`src/rtl/dram_cmd_seq.sv`:
```
module dram_cmd_seq #(
  parameter int NBANK        = 8,
  parameter int ROW_W        = 14,
  parameter int COL_W        = 10,
  parameter int T_RCD        = 3,
  parameter int T_RP         = 3,
  parameter int T_RAS        = 6,
  parameter int T_RFC        = 8,
  parameter int REF_INTERVAL = 780,
  localparam int BW = (NBANK > 1) ? $clog2(NBANK) : 1
) (
  input  logic             clk,
  input  logic             rst_n,
  input  logic             req_valid,
  output logic             req_ready,
  input  logic             req_write,
  input  logic [BW-1:0]    req_bank,
  input  logic [ROW_W-1:0] req_row,
  input  logic [COL_W-1:0] req_col,
  output logic             cmd_valid,
  output logic [2:0]       cmd_op,
  output logic [BW-1:0]    cmd_bank,
  output logic [ROW_W-1:0] cmd_row,
  output logic [COL_W-1:0] cmd_col,
  output logic             hit_pulse,
  output logic             miss_pulse
);

  localparam logic [2:0] OP_NOP = 3'd0;
  localparam logic [2:0] OP_ACT = 3'd1;
  localparam logic [2:0] OP_RD  = 3'd2;
  localparam logic [2:0] OP_WR  = 3'd3;
  localparam logic [2:0] OP_PRE = 3'd4;
  localparam logic [2:0] OP_REF = 3'd5;

  localparam int G1   = (T_RCD > T_RP) ? T_RCD : T_RP;
  localparam int G2   = (T_RAS > T_RFC) ? T_RAS : T_RFC;
  localparam int MAXG = (G1 > G2) ? G1 : G2;
  localparam int CW   = $clog2(MAXG + 1);
  localparam int TW   = $clog2(REF_INTERVAL + 1);

  typedef enum logic [1:0] {S_IDLE, S_BUSY, S_REF} st_t;

  st_t              st;
  logic [NBANK-1:0] open_q;
  logic [ROW_W-1:0] open_row [NBANK];
  logic [CW-1:0]    rcd_cnt  [NBANK];
  logic [CW-1:0]    ras_cnt  [NBANK];
  logic [CW-1:0]    rp_cnt   [NBANK];
  logic [CW-1:0]    rfc_cnt;
  logic [TW-1:0]    ref_tmr;
  logic             ref_pend;

  logic             cur_write;
  logic [BW-1:0]    cur_bank;
  logic [ROW_W-1:0] cur_row;
  logic [COL_W-1:0] cur_col;

  logic             accept, req_match, cur_match;
  logic             pre_any, rp_all_done;
  logic [BW-1:0]    pre_bank;
  logic             is_act, is_pre, is_rw, is_ref;

  assign req_ready  = (st == S_IDLE) && !ref_pend;
  assign accept     = req_valid && req_ready;
  assign req_match  = open_q[req_bank] && (open_row[req_bank] == req_row);
  assign cur_match  = open_q[cur_bank] && (open_row[cur_bank] == cur_row);
  assign hit_pulse  = accept && req_match;
  assign miss_pulse = accept && !req_match;

  always_comb begin
    pre_any     = 1'b0;
    pre_bank    = '0;
    rp_all_done = 1'b1;
    for (int b = NBANK - 1; b >= 0; b--) begin
      if (open_q[b]) begin
        pre_any  = 1'b1;
        pre_bank = BW'(b);
      end
      if (rp_cnt[b] != '0) rp_all_done = 1'b0;
    end
  end

  always_comb begin
    cmd_op   = OP_NOP;
    cmd_bank = cur_bank;
    cmd_row  = cur_row;
    cmd_col  = cur_col;
    case (st)
      S_BUSY: begin
        if (cur_match) begin
          if (rcd_cnt[cur_bank] == '0) cmd_op = cur_write ? OP_WR : OP_RD;
        end else if (open_q[cur_bank]) begin
          if (ras_cnt[cur_bank] == '0) cmd_op = OP_PRE;
        end else if (rp_cnt[cur_bank] == '0) begin
          cmd_op = OP_ACT;
        end
      end
      S_IDLE: begin
        if (ref_pend) begin
          if (pre_any) begin
            cmd_bank = pre_bank;
            if (ras_cnt[pre_bank] == '0) cmd_op = OP_PRE;
          end else if (rp_all_done) begin
            cmd_op = OP_REF;
          end
        end
      end
      default: cmd_op = OP_NOP;
    endcase
  end

  assign cmd_valid = (cmd_op != OP_NOP);
  assign is_act    = (cmd_op == OP_ACT);
  assign is_pre    = (cmd_op == OP_PRE);
  assign is_rw     = (cmd_op == OP_RD) || (cmd_op == OP_WR);
  assign is_ref    = (cmd_op == OP_REF);

  always_ff @(posedge clk) begin
    if (!rst_n) begin
      st        <= S_IDLE;
      open_q    <= '0;
      ref_pend  <= 1'b0;
      ref_tmr   <= TW'(REF_INTERVAL - 1);
      rfc_cnt   <= '0;
      cur_write <= 1'b0;
      cur_bank  <= '0;
      cur_row   <= '0;
      cur_col   <= '0;
      for (int b = 0; b < NBANK; b++) begin
        open_row[b] <= '0;
        rcd_cnt[b]  <= '0;
        ras_cnt[b]  <= '0;
        rp_cnt[b]   <= '0;
      end
    end else begin
      for (int b = 0; b < NBANK; b++) begin
        if (is_act && cmd_bank == BW'(b)) begin
          open_q[b]   <= 1'b1;
          open_row[b] <= cmd_row;
          rcd_cnt[b]  <= CW'(T_RCD - 1);
          ras_cnt[b]  <= CW'(T_RAS - 1);
        end else begin
          if (rcd_cnt[b] != '0) rcd_cnt[b] <= rcd_cnt[b] - 1'b1;
          if (ras_cnt[b] != '0) ras_cnt[b] <= ras_cnt[b] - 1'b1;
        end
        if (is_pre && cmd_bank == BW'(b)) begin
          open_q[b] <= 1'b0;
          rp_cnt[b] <= CW'(T_RP - 1);
        end else if (rp_cnt[b] != '0) begin
          rp_cnt[b] <= rp_cnt[b] - 1'b1;
        end
      end

      if (is_ref) ref_pend <= 1'b0;
      if (ref_tmr == '0) begin
        ref_tmr  <= TW'(REF_INTERVAL - 1);
        ref_pend <= 1'b1;
      end else begin
        ref_tmr <= ref_tmr - 1'b1;
      end

      case (st)
        S_IDLE: begin
          if (accept) begin
            st        <= S_BUSY;
            cur_write <= req_write;
            cur_bank  <= req_bank;
            cur_row   <= req_row;
            cur_col   <= req_col;
          end else if (is_ref) begin
            st      <= S_REF;
            rfc_cnt <= CW'(T_RFC - 1);
          end
        end
        S_BUSY: if (is_rw) st <= S_IDLE;
        S_REF: begin
          if (rfc_cnt == '0) st <= S_IDLE;
          else rfc_cnt <= rfc_cnt - 1'b1;
        end
        default: st <= S_IDLE;
      endcase
    end
  end

  // Independent per-bank age counters used only by the checks below
  localparam logic [7:0] A_RCD = 8'(T_RCD);
  localparam logic [7:0] A_RP  = 8'(T_RP);
  localparam logic [7:0] A_RAS = 8'(T_RAS);

  logic [7:0] since_act [NBANK];
  logic [7:0] since_pre [NBANK];
  logic       all_pre_aged;

  always_ff @(posedge clk) begin
    for (int b = 0; b < NBANK; b++) begin
      if (!rst_n) begin
        since_act[b] <= 8'hFF;
        since_pre[b] <= 8'hFF;
      end else begin
        if (cmd_op == OP_ACT && cmd_bank == BW'(b)) since_act[b] <= 8'd1;
        else if (since_act[b] != 8'hFF) since_act[b] <= since_act[b] + 8'd1;
        if (cmd_op == OP_PRE && cmd_bank == BW'(b)) since_pre[b] <= 8'd1;
        else if (since_pre[b] != 8'hFF) since_pre[b] <= since_pre[b] + 8'd1;
      end
    end
  end

  always_comb begin
    all_pre_aged = 1'b1;
    for (int b = 0; b < NBANK; b++)
      if (since_pre[b] < A_RP) all_pre_aged = 1'b0;
  end

  a_r1_busy_after_accept: assert property (@(posedge clk) disable iff (!rst_n)
    (req_valid && req_ready) |=> !req_ready);

  a_r2_pulse_exclusive: assert property (@(posedge clk) disable iff (!rst_n)
    $onehot0({hit_pulse, miss_pulse}));

  a_r3_act_to_column: assert property (@(posedge clk) disable iff (!rst_n)
    (cmd_op == OP_RD || cmd_op == OP_WR) |-> since_act[cmd_bank] >= A_RCD);

  a_r4_pre_to_act: assert property (@(posedge clk) disable iff (!rst_n)
    (cmd_op == OP_ACT) |-> since_pre[cmd_bank] >= A_RP);

  a_r5_act_to_pre: assert property (@(posedge clk) disable iff (!rst_n)
    (cmd_op == OP_PRE) |-> since_act[cmd_bank] >= A_RAS);

  a_r8_refresh_all_closed: assert property (@(posedge clk) disable iff (!rst_n)
    (cmd_op == OP_REF) |-> (open_q == '0) && all_pre_aged);

endmodule

```
`config.mk`:
```
export PLATFORM = sky130hd
export DESIGN_NAME = dram_cmd_seq
export DESIGN_NICKNAME = d
export VERILOG_FILES = /design/src/rtl/dram_cmd_seq.sv
export SDC_FILE = /design/constraint.sdc
export NUM_CORES = 1
export LEC_CHECK = 0
export BUFFER_PORTS_ARGS = -buffer_cell sky130_fd_sc_hd__clkbuf_2
export CORE_UTILIZATION = 40
export CTS_CLUSTER_DIAMETER = 120
export DETAILED_ROUTE_END_ITERATION = 7
export PLACE_DENSITY = 0.61
export SKIP_LAST_GASP = 1
export SYNTH_ARGS = -nofsm -noshare
export SYNTH_HDL_FRONTEND = slang
export SYNTH_SLANG_ARGS = --single-unit
```
`constraint.sdc`:
```
create_clock -name clk -period 7.8 [get_ports clk]
set_input_delay 1.56 -clock clk [delete_from_list [all_inputs] [get_ports clk]]
set_output_delay 1.56 -clock clk [all_outputs]
set_load 0.01 [all_outputs]
```
# Word-level counts from Yosys, hierarchy flattened
# Memories as Yosys holds them, arrays and structs flattened. A register that Yosys moved wholly into a read port is not among the register bits.
# Index checks and enable logic that the tools add are counted.
op_classes:
  add_sub_neg: 26
  n_lt_le_gt_ge: 2
  n_eq_ne: 22
  n_mux: 262
  bitwise_logic: 57
  n_reduce_logical: 72
op_table:
  columns: ["operator", "n"]
  rows:
  - ["4-bit two-way mux", 51]
  - ["1-bit two-way mux", 167]
  - ["14-bit two-way mux", 8]
  - ["4-bit by 1-bit subtractor with 4-bit output, second input constant", 25]
  - ["4-bit nonzero test", 24]
  - ["3-bit two-way mux", 26]
  - ["1-bit bitwise OR", 56]
  - ["14-bit equality test", 2]
  - ["1-bit logical AND", 22]
  - ["4-bit logical NOT", 5]
  - ["3-bit equality test, second input constant", 6]
  - ["2-bit OR reduction", 9]
  - ["3-bit by 2-bit equality test with 1-bit output, second input constant", 4]
  - ["10-bit logical NOT", 1]
  - ["2-bit two-way mux", 5]
  - ["2-bit != test, second input constant", 5]
  - ["10-bit by 1-bit subtractor with 10-bit output, second input constant", 1]
  - ["3-bit by 4-bit less-than comparator with 1-bit output, second input constant", 2]
  - ["4-bit one-hot mux with 2 select lines", 1]
  - ["1-bit binary-select mux with 3-bit select", 2]
  - ["3-bit by 1-bit equality test with 1-bit output, second input constant", 2]
  - ["2-bit one-hot mux with 3 select lines", 1]
  - ["3-bit one-hot mux with 2 select lines", 1]
  - ["4-bit AND reduction", 1]
  - ["other kinds (12)", 14]
word_totals:
  reg_bits: 53
  ramBits: 208
  input_bits: 31
  out_inout_bits: 34
  elab_cells: 461
  n_memories: 4
memory_table:
  columns: ["memory", "depth", "width", "read_ports", "rd_clocked_by_memory_dff", "wr", "line_no", "source"]
  rows:
  - ["open_row", 8, 14, 2, 1, 8, "46", "logic [ROW_W-1:0] open_row [NBANK];"]
  - ["ras_cnt", 8, 4, 10, 1, 8, "48", "logic [CW-1:0] ras_cnt [NBANK];"]
  - ["rcd_cnt", 8, 4, 9, 1, 8, "47", "logic [CW-1:0] rcd_cnt [NBANK];"]
  - ["rp_cnt", 8, 4, 9, 1, 8, "49", "logic [CW-1:0] rp_cnt [NBANK];"]

# Logic depth before layout (Yosys ltp)
# Gate-level depths: netlist (run 1).
# An unclocked memory read counts as a cell.
logic_depth:
  depth_word: 21
  mapped_depth: 12

# Least setup slack after synthesis (run 1)
# Ideal clock, no wire load.
synth_timing:
  kind: "input -> output"
  start: "input port req_bank[0]"
  end: "output port hit_pulse"
  arrival_time_ns: 3.557
  t_required_ns: 6.240
  path_slack_ns: 2.683
  stages: 8
  n_path_buf: 1
  path_cell_list: "buf_1 -> mux4_2 -> mux2i_1 -> xor2_1 -> nand4_1 -> nor4_1 -> nand3_1 -> nor2_1"
synth_between:
  elab_chain_cells: 4
synth_rtl:
  columns: ["element", "line_no", "source"]
  rows:
  - ["from (decl)", "17", "input logic [BW-1:0] req_bank,"]
  - ["memory 8 x 14 bit / 1-bit binary-select mux with 3-bit select (equally long branches)", null, null]
  - ["14-bit equality test / 1-bit two-way mux (equally long branches)", "66", "assign req_match = open_q[req_bank] && (open_row[req_bank] == req_row);"]
  - ["1-bit logical AND (*)", "66", null]
  - ["1-bit logical AND (*)", "68", "assign hit_pulse = accept && req_match;"]
  - ["to (decl)", "25", "output logic hit_pulse,"]
# Every way passes the cells marked *; elsewhere a longest branch is shown, timed or not. The select of a mux whose other input is x is not followed.

==> results.toml, run 1 <==
[synth]
synth_edf_count = 208
synth.area.top_cells = "edfxtp_1 45%, dfxtp_1 8.0%, mux4_2 7.2%"
synth-seq-cells = 264
syn-num-nets = 1323
synth-main-ff-cell = "edfxtp_1"
postSynth.asyncResetShare_pct = 0
yosysSeqAreaShare_pct = 52.52
yosys.area.top_type = "edfxtp_1"
netlist_area_mm2 = 0.01403
yosysWarnings = 0
avgSynthCellArea_um2 = 11.12
synthDistinctLibCells = 59
synth_top_area_share_pct = 44.52
netlist_instances = 1262

[setup_path]
endpoint = "cmd_op[0]"
worstSetupEndpointType = "output port"
worstSetupPathType = "reg -> out"
rr_startpoint = "rp_cnt[0][0]"
startpoint_type = "register"
crit_fanout = 28
worstPathArrival_ns = 4.72
worstPathRequired_ns = 6.24
reg2reg_slack_ns = 3.66
regToRegEndpoint = "rp_cnt[1][2]"
reg2regPathDepth = 8

[floorplan]
core_area_mm2 = 0.03454
ios = 65
placementRows = 68
die_width_um = 189.3
dieArea_mm2 = 0.03582
die_h_um = 189.3
start_util_pct = 40.61

[cts]
root_buffer = "clkbuf_16"
numCtsBuffers = 29
cts_num_sinks = 264
clockBufferDepth = 3
cts_tree = "done"
clk_latency_ns = 0.56
cts_hold_buf = 0
clk_pin_slew_ns = 0.06
post_cts.repair.setup_buffers = 0
cts.htree.levels = 1
post_cts_resized = 0

[timing]
finalHoldViolations = 0
fin_skew_ns = 0.01972
slew_violations = 0
finalSetupViolCount = 0
worst_pin_slew_ns = 1.300
max_freq_mhz = 159.2
period_needed_ns = 6.281
rsz0062_at_grt = "no"
finalCritPeriodShare_pct = 80.52
max-slew-margin-rel_pct = 12.82
tns_ns = 0
setup_ws_ns = 1.519

[power_and_ir_drop]
power_mw = 4.899
switching_power_mw = 1.538
total_leakage_power_nw = 5.852
pwr-share-clk_pct = 29.3
p_sw_share_pct = 31.39
power_density_mw_per_mm2 = 310.2
pwr-share-seq_pct = 43.2
ir_worst_vdd_mv = 0.1789
combPwrFrac_pct = 27.5
p_int_mw = 3.361

[global_routing]
grt.busiest_layer = "met2"
grtUsageMet1_pct = 25.63
overflow = 0
antenna_found_initial = 0
grt_pass1_wl_um = 54340
grt_util_met2_pct = 33.55
grt_pass1_vias = 9580
grt_use_total_pct = 19.60
grt_max_degree = 61
met3_usage_pct = 2.966

[placed_design]
post-place-ws_ns = 1.815
dp.final_hpwl_um = 22830
gp_congestion = 0.8530
io_buffers = 64
dp.cells = 1738

[hold_path]
hp-class = "reg -> reg"

[route]
drt-initial-drc-count = 696
vias_per_cell = 5.638
wl_um = 35270
ant_nets = 0
drt-pass1-iter-count = 7
remaining_drc_errors = 0
wl_per_cell_um = 19.68
vias = 10100

[layout]
area_growth_pct = 12.58
n_fill_cell = 3248
instances_no_fill = 1792
num_antenna_cells = 0
fin_nets = 1375
final_layout_size_suffix_gt1_share_pct = 16.60
final_cell_mix = "208 x edfxtp_1, 159 x nor2_1, 121 x nand2_1, 80 x a21oi_1, 75 x inv_1"
final_common_cell = "edfxtp_1"

[outcome]
outcome = "finished, final reports clean"

[run]
maxCapViolations = 0
state kept, by name (all words and copies together) (netlist names), named ones only:
name / flops
open_row: 112
cur_write: 1
ref_pend: 1
rfc_cnt: 4
st: 2
rcd_cnt: 32
cmd_row: 14
cmd_col: 10
open_q: 8
rp_cnt: 32
ras_cnt: 32
cur_bank: 3
ref_tmr: 10
per-stage QoR:
stage	hold WS (ns)	util, %	instance area (µm²)
global route	0.4158	45.72	15790
detailed placement	0.3861	42.80	14790
CTS	0.4001	45.72	15790
finish	0.3963	45.72	15790
floorplan	0.3671	-	14030
global placement	0.3802	42.80	14790
cell families (layout without fill, tap and decap cells):
kind of cell | count (synthesis) | in the layout | share of synthesized area, %
AO/OA/AOI/OAI | 144 | 144 | 6.261
XOR/XNOR | 43 | 43 | 2.685
adder cells (fa/ha/maj) | 30 | 30 | 2.676
buffers and inverters | 138 | 213 | 4.013
flip-flops | 264 | 264 | 52.52
multiplexers | 119 | 119 | 13.70
AND/OR/NAND/NOR | 524 | 524 | 18.15
routing by layer:
metal  vias up  wire length (µm)
li1       4756                 -
met1      4981             15370
met2       305             16950
met3        62              2069
met4         0               876
met5         -                 0
power groups by stage:
stage	Combinational [mW]	Sequential, mW	Clock [mW]
after floorplan	1.06	2.07	0
after global placement	1.32	2.13	0
after detailed placement	1.34	2.14	0
after CTS	1.35	2.11	1.46
after global routing	1.51	2.16	1.50
final	1.35	2.12	1.43
critical path, stage by stage, from the launching register on:
cell and delay (ns):
dfxtp_2 0.81, buf_4 0.46, mux4_1 0.34, mux2i_1 0.19, xor2_1 0.16, nand4_1 0.21, or4_1 0.57, nor4b_1 0.83
and2b_2 0.31, a211o_2 0.13, clkbuf_2 0.12
layout make-up:
| cell class | count | area [µm²] | share of cell area [%] |
|---|---|---|---|
| well taps | 455 | 569.3 | 3.605 |
| repair buffers | 83 | 462.9 | 2.931 |
| clock inverters | 14 | 147.6 | 0.9349 |
| multi-input cells | 860 | 6098 | 38.62 |
| inverters | 76 | 285.3 | 1.806 |
| flip-flops and latches | 264 | 7370 | 46.66 |
| clock buffers | 40 | 859.6 | 5.443 |
synth_stat cells, types with 9 or more instances:
cell	instances
nor4_1	35
dfxtp_1	56
nor2_1	159
a211oi_1	10
mux2i_1	48
nor3b_1	26
xor2_1	22
clkbuf_1	42
mux2_2	17
or2_2	17
nand4_1	15
mux4_1	9
edfxtp_1	208
nor3_1	54
xnor2_1	21
a21oi_1	80
inv_1	75
o22ai_1	10
or3_1	24
mux4_2	45
nand2b_1	9
buf_2	9
nand3_1	34
nand2_1	121
ha_1	30
how the worst min path moves through the flow:
stage / startpoint / to / cells past startpoint
2_1_floorplan: ref_tmr[0] / ref_tmr[0] / 1
3_3_place_gp: ref_tmr[0] / ref_tmr[0] / 1
3_5_place_dp: ref_tmr[0] / ref_tmr[0] / 1
4_1_cts: ref_tmr[0] / ref_tmr[0] / 1
5_1_grt: ref_tmr[0] / ref_tmr[0] / 1
6_report: ref_tmr[0] / ref_tmr[0] / 1
Note: power is estimated with default switching activity, not from simulation.
==> inputs of run 2 (changes only) <==
--- a/config.mk
+++ b/config.mk
@@ -5,11 +5,12 @@
 export SDC_FILE = /design/constraint.sdc
 export NUM_CORES = 1
 export LEC_CHECK = 0
+export ABC_AREA = 1
 export BUFFER_PORTS_ARGS = -buffer_cell sky130_fd_sc_hd__clkbuf_2
 export CORE_UTILIZATION = 40
 export CTS_CLUSTER_DIAMETER = 120
 export DETAILED_ROUTE_END_ITERATION = 7
-export PLACE_DENSITY = 0.61
+export PLACE_DENSITY = 0.63
 export SKIP_LAST_GASP = 1
 export SYNTH_ARGS = -nofsm -noshare
 export SYNTH_HDL_FRONTEND = slang
==> constraint.sdc (replaced) <==
create_clock -name clk -period 5.3 [get_ports clk]
set_input_delay 1.06 -clock clk [delete_from_list [all_inputs] [get_ports clk]]
set_output_delay 1.06 -clock clk [all_outputs]
set_load 0.01 [all_outputs]
==> results.toml, run 2 <==
[outcome]
outcome = "finished, final reports clean"

[cts]
clockBufferDepth = 3
root_buffer = "clkbuf_16"
clk_latency_ns = 0.57
clk_pin_slew_ns = 0.06
post_cts.repair.setup_buffers = 0
cts_hold_buf = 0
numCtsBuffers = 29
cts.htree.levels = 1
post_cts_resized = 0
cts_tree = "done"
cts_num_sinks = 264

[timing]
max_freq_mhz = 210.3
finalSetupViolCount = 0
finalCritPeriodShare_pct = 89.71
worst_pin_slew_ns = 1.106
rsz0062_at_grt = "no"
tns_ns = 0
finalHoldViolations = 0
max-slew-margin-rel_pct = 26.22
slew_violations = 0
fin_skew_ns = 0.01240
period_needed_ns = 4.754

[route]
remaining_drc_errors = 0
wl_per_cell_um = 17.29
ant_nets = 0
wl_um = 41610
vias = 12780
drt-initial-drc-count = 1027
drt-pass1-iter-count = 5
vias_per_cell = 5.310

[synth]
yosys.area.top_type = "edfxtp_1"
netlist_instances = 1881
synth_common_cells = "363 x nand2_1, 282 x inv_1, 243 x nor2_1"
synthDistinctLibCells = 42
netlist_area_mm2 = 0.01503
synth-seq-cells = 264
postSynth.asyncResetShare_pct = 0
synth_edf_count = 208
yosysWarnings = 0
syn-num-nets = 1942
synth_top_area_share_pct = 41.54
yosysMostFrequentCell = "nand2_1"
avgSynthCellArea_um2 = 7.993
synth.area.top_cells = "edfxtp_1 42%, nand2_1 9.1%, dfxtp_1 7.5%"
yosysSeqAreaShare_pct = 49.00
synth-main-ff-cell = "edfxtp_1"

[setup_path]
crit_fanout = 82
worstSetupEndpointType = "output port"
path_cells = "buf_4 > nand2_1 > nand3_1 > nand3_1 > nand3_1 > nand2_1 > nor2_1 > nand2_1 > nor2_2 > nand2_1 > nand2_1 > nand2_2 > clkinv_4 > nand4_1 > clkbuf_2"
slowest_stage = "buf_4"
worstSetupPathType = "reg -> out"
slowest_delay_ns = 0.74
worstPathArrival_ns = 3.69
startpoint_type = "register"
worstPathRequired_ns = 4.24
crit_top_cell = "nand2_1"

[floorplan]
ios = 65
placementRows = 70
start_util_pct = 40.87
dieArea_mm2 = 0.03837
core_area_mm2 = 0.03679
die_width_um = 195.9
die_h_um = 195.9

[power_and_ir_drop]
power_density_mw_per_mm2 = 425.6
power_mw = 7.077
total_leakage_power_nw = 7.262
ir_worst_vdd_mv = 0.3244

[global_routing]
grt_pass1_wl_um = 65700
grt_use_total_pct = 21.81
grt_max_degree = 83
overflow = 0
grt_pass1_vias = 12240
antenna_found_initial = 0

[layout]
largest_reg_flops = 112
area_growth_pct = 10.59
num_antenna_cells = 0
final_layout_size_suffix_gt1_share_pct = 9.232
final_cell_mix = "363 x nand2_1, 282 x inv_1, 243 x nor2_1, 208 x edfxtp_1, 198 x nand3_1"
fin_nets = 1977
top_register = "open_row"
final_common_cell = "nand2_1"

[run]
maxCapViolations = 0

[hold_path]
hp-class = "reg -> reg"

[placed_design]
gp_congestion = 0.9062
dp.final_hpwl_um = 27810
io_buffers = 64
==> run 2: layer usage <==
| layer | global-route usage (%) | share of wire [%] |
|---|---|---|
| met5 | 0 | 0 |
| met4 | 6.829 | 2.7 |
| met3 | 2.854 | 7.3 |
| met2 | 35.27 | 46 |
| met1 | 30.31 | 44 |
==> run 2: through the flow <==
stage	instance area [µm²]	hold WS (ns)	utilization (%)	std cells	setup WS [ns]
after floorplan	15030	0.3657	-	1881	1.371
after global placement	15700	0.3758	42.67	2353	0.9427
after detailed placement	15700	0.3848	42.67	2353	0.9427
after CTS	16630	0.4002	45.20	2407	0.6203
after global routing	16630	0.4141	45.20	2407	0.3691
final	16630	0.3949	45.20	2407	0.5455
==> run 2: worst paths after layout <==
| check | slack [ns] | from | to | depth (start not counted) |
|---|---|---|---|---|
| worst min-delay path | 0.39 | ref_tmr[0] | ref_tmr[0] | 1 |
| worst min register to register | 0.39 | ref_tmr[0] | ref_tmr[0] | 1 |
| worst max register to register | 1.08 | register | ras_cnt[5][2] | 16 |
| worst max-delay path | 0.55 | register | cmd_valid | 15 |
==> run 2: cells by family after synthesis <==
group / Yosys count / share of synthesized area, %
AND/OR/NAND/NOR: 886 / 25.91
buffers and inverters: 372 / 10.13
AO/OA/AOI/OAI: 283 / 9.787
flip-flops: 264 / 49.00
XOR/XNOR: 46 / 2.680
adder cells (fa/ha/maj): 30 / 2.497
==> run 2: area by class of cell <==
type / instances / area, µm²
Clock buffer: 43 / 849.6
Clock inverter: 11 / 81.33
Fill cell: 3620 / 20160
Inverter: 289 / 1090
Multi-Input combinational cell: 1245 / 6145
Sequential cell: 264 / 7368
Tap cell: 468 / 585.6
Timing Repair Buffer: 87 / 508.0
==> run 2: critical path: cells and delay by family, from the launching register on <==
family        cells  cell delay [ns]
simple gates     12             1.70
buf+inv           3             1.05
flops             1             0.33
==> run 2: power breakdown <==
| part | switching, mW | total, mW | internal, mW |
|---|---|---|---|
| Sequential | 0.241 | 3.01 | 2.77 |
| Combinational | 1.30 | 2.08 | 0.773 |
| Clock | 0.837 | 1.99 | 1.15 |
==> inputs of run 3 (changes only) <==
--- a/config.mk
+++ b/config.mk
@@ -6,7 +6,7 @@
 export NUM_CORES = 1
 export LEC_CHECK = 0
 export ABC_AREA = 1
-export BUFFER_PORTS_ARGS = -buffer_cell sky130_fd_sc_hd__clkbuf_2
+export BUFFER_PORTS_ARGS = -buffer_cell sky130_fd_sc_hd__buf_2
 export CORE_UTILIZATION = 40
 export CTS_CLUSTER_DIAMETER = 120
 export DETAILED_ROUTE_END_ITERATION = 7
==> results.toml, run 3 (synthesized netlist as in run 2, its figures left out) <==
[outcome]
outcome = "finished, final reports clean"

[cts]
clk_latency_ns = 0.57
cts_num_sinks = 264
cts_tree = "done"
cts_hold_buf = 0
clockBufferDepth = 3
cts.htree.levels = 1
post_cts_resized = 0
clk_pin_slew_ns = 0.07
numCtsBuffers = 29
root_buffer = "clkbuf_16"
post_cts.repair.setup_buffers = 0

[layout]
area_growth_pct = 11.54
top_register = "open_row"
fin_nets = 1980
regArea_mm2 = 0.007368
instances_no_fill = 2410
n_fill_cell = 3605
num_antenna_cells = 0
largest_reg_flops = 112
multi_input_area_mm2 = 0.006145
final_common_cell = "nand2_1"
final_layout_size_suffix_gt1_share_pct = 9.629
final_cell_mix = "363 x nand2_1, 282 x inv_1, 243 x nor2_1, 208 x edfxtp_1, 198 x nand3_1"

[route]
wl_um = 41990
vias_per_cell = 5.313
wl_per_cell_um = 17.42
drt-initial-drc-count = 1078
vias = 12800
ant_nets = 0
remaining_drc_errors = 0
drt-pass1-iter-count = 6

[global_routing]
antenna_found_initial = 0
grt_pass1_wl_um = 65870
overflow = 0
grt_use_total_pct = 21.85
grt_pass1_vias = 12270
grt_max_degree = 83

[floorplan]
ios = 65
die_h_um = 195.9
dieArea_mm2 = 0.03837
die_width_um = 195.9
core_area_mm2 = 0.03679
start_util_pct = 40.87
placementRows = 70

[timing]
worst_pin_slew_ns = 0.9695
rsz0062_at_grt = "no"
finalSetupViolCount = 0
finalCritPeriodShare_pct = 88.77
finalHoldViolations = 0
setup_ws_ns = 0.5950
period_needed_ns = 4.705
fin_skew_ns = 0.01225
max-slew-margin-rel_pct = 35.21
max_freq_mhz = 212.5
slew_violations = 0
tns_ns = 0

[power_and_ir_drop]
ir_worst_vdd_mv = 0.3014
total_leakage_power_nw = 7.327
power_mw = 7.290
power_density_mw_per_mm2 = 434.7

[setup_path]
startpoint_type = "register"
reg2regPathDepth = 17
crit_fanout = 41
worstPathRequired_ns = 4.24
worstSetupPathType = "reg -> out"
worstPathArrival_ns = 3.65
worstSetupEndpointType = "output port"

[placed_design]
io_buffers = 64
post-place-ws_ns = 0.7978
gp_congestion = 0.9018
dp.final_hpwl_um = 28250
dp.cells = 2356

[run]
maxCapViolations = 0

[hold_path]
hp-class = "reg -> reg"
hold-path-cell-count = 1
==> run 3: changes by cell type in the layout (fill, tap and decap cells not counted), sizes merged <==
cell	before	now
bufinv	1	6
buf	24	90
clkbuf	106	37
clkinv	11	8
clkinvlp	0	4
==> run 3: critical path, stage by stage (launching register included) <==
cell and delay (ns):
dfxtp_2 0.32, inv_2 0.65, buf_4 0.30, nand2_1 0.06, nand3_1 0.06, nand3_1 0.12, nand2_1 0.10, nand2_1 0.05
nand2_1 0.18, nand3_1 0.14, nor2_2 0.26, nand2_1 0.15, nand2_1 0.11, nand2_2 0.11, clkinv_4 0.15, nand4_1 0.13
buf_2 0.18
==> run 3: through the flow <==
| stage | hold WS, ns | instance area (µm²) | utilization [%] |
|---|---|---|---|
| 3_5_place_dp | 0.3828 | 15730 | 42.77 |
| 4_1_cts | 0.3982 | 16770 | 45.59 |
| 2_1_floorplan | 0.3657 | 15030 | - |
| 6_report | 0.3943 | 16770 | 45.59 |
| 5_1_grt | 0.4143 | 16770 | 45.59 |
| 3_3_place_gp | 0.3759 | 15730 | 42.77 |
==> run 3: layer usage <==
layer / share of wire (%) / track usage (%)
met1: 44 / 30.34
met2: 45 / 35.46
met3: 7.5 / 3.077
met4: 2.9 / 6.366
met5: 0 / 0
==> run 3: path summary, 6_finish.rpt <==
check | startpoint | end | slack, ns
worst min register to register | ref_tmr[0] | ref_tmr[0] | 0.39
worst min-delay path | ref_tmr[0] | ref_tmr[0] | 0.39
worst max register to register | register | open_row[4][12] | 1.18
worst max-delay path | register | cmd_valid | 0.59
==> run 3: final cells by class <==
class	instances	share of cell area (%)
clock buffer	37	4.686
clock inverter	17	1.507
inverter	289	6.499
multi-input combinational	1245	36.64
sequential	264	43.94
tap	468	3.492
timing repair buffer	90	3.238
==> run 3: power breakdown <==
group	internal [mW]	switching [mW]	leakage [nW]
Clock	1.34	0.862	0.498
Combinational	0.777	1.30	4.16
Sequential	2.77	0.244	2.67
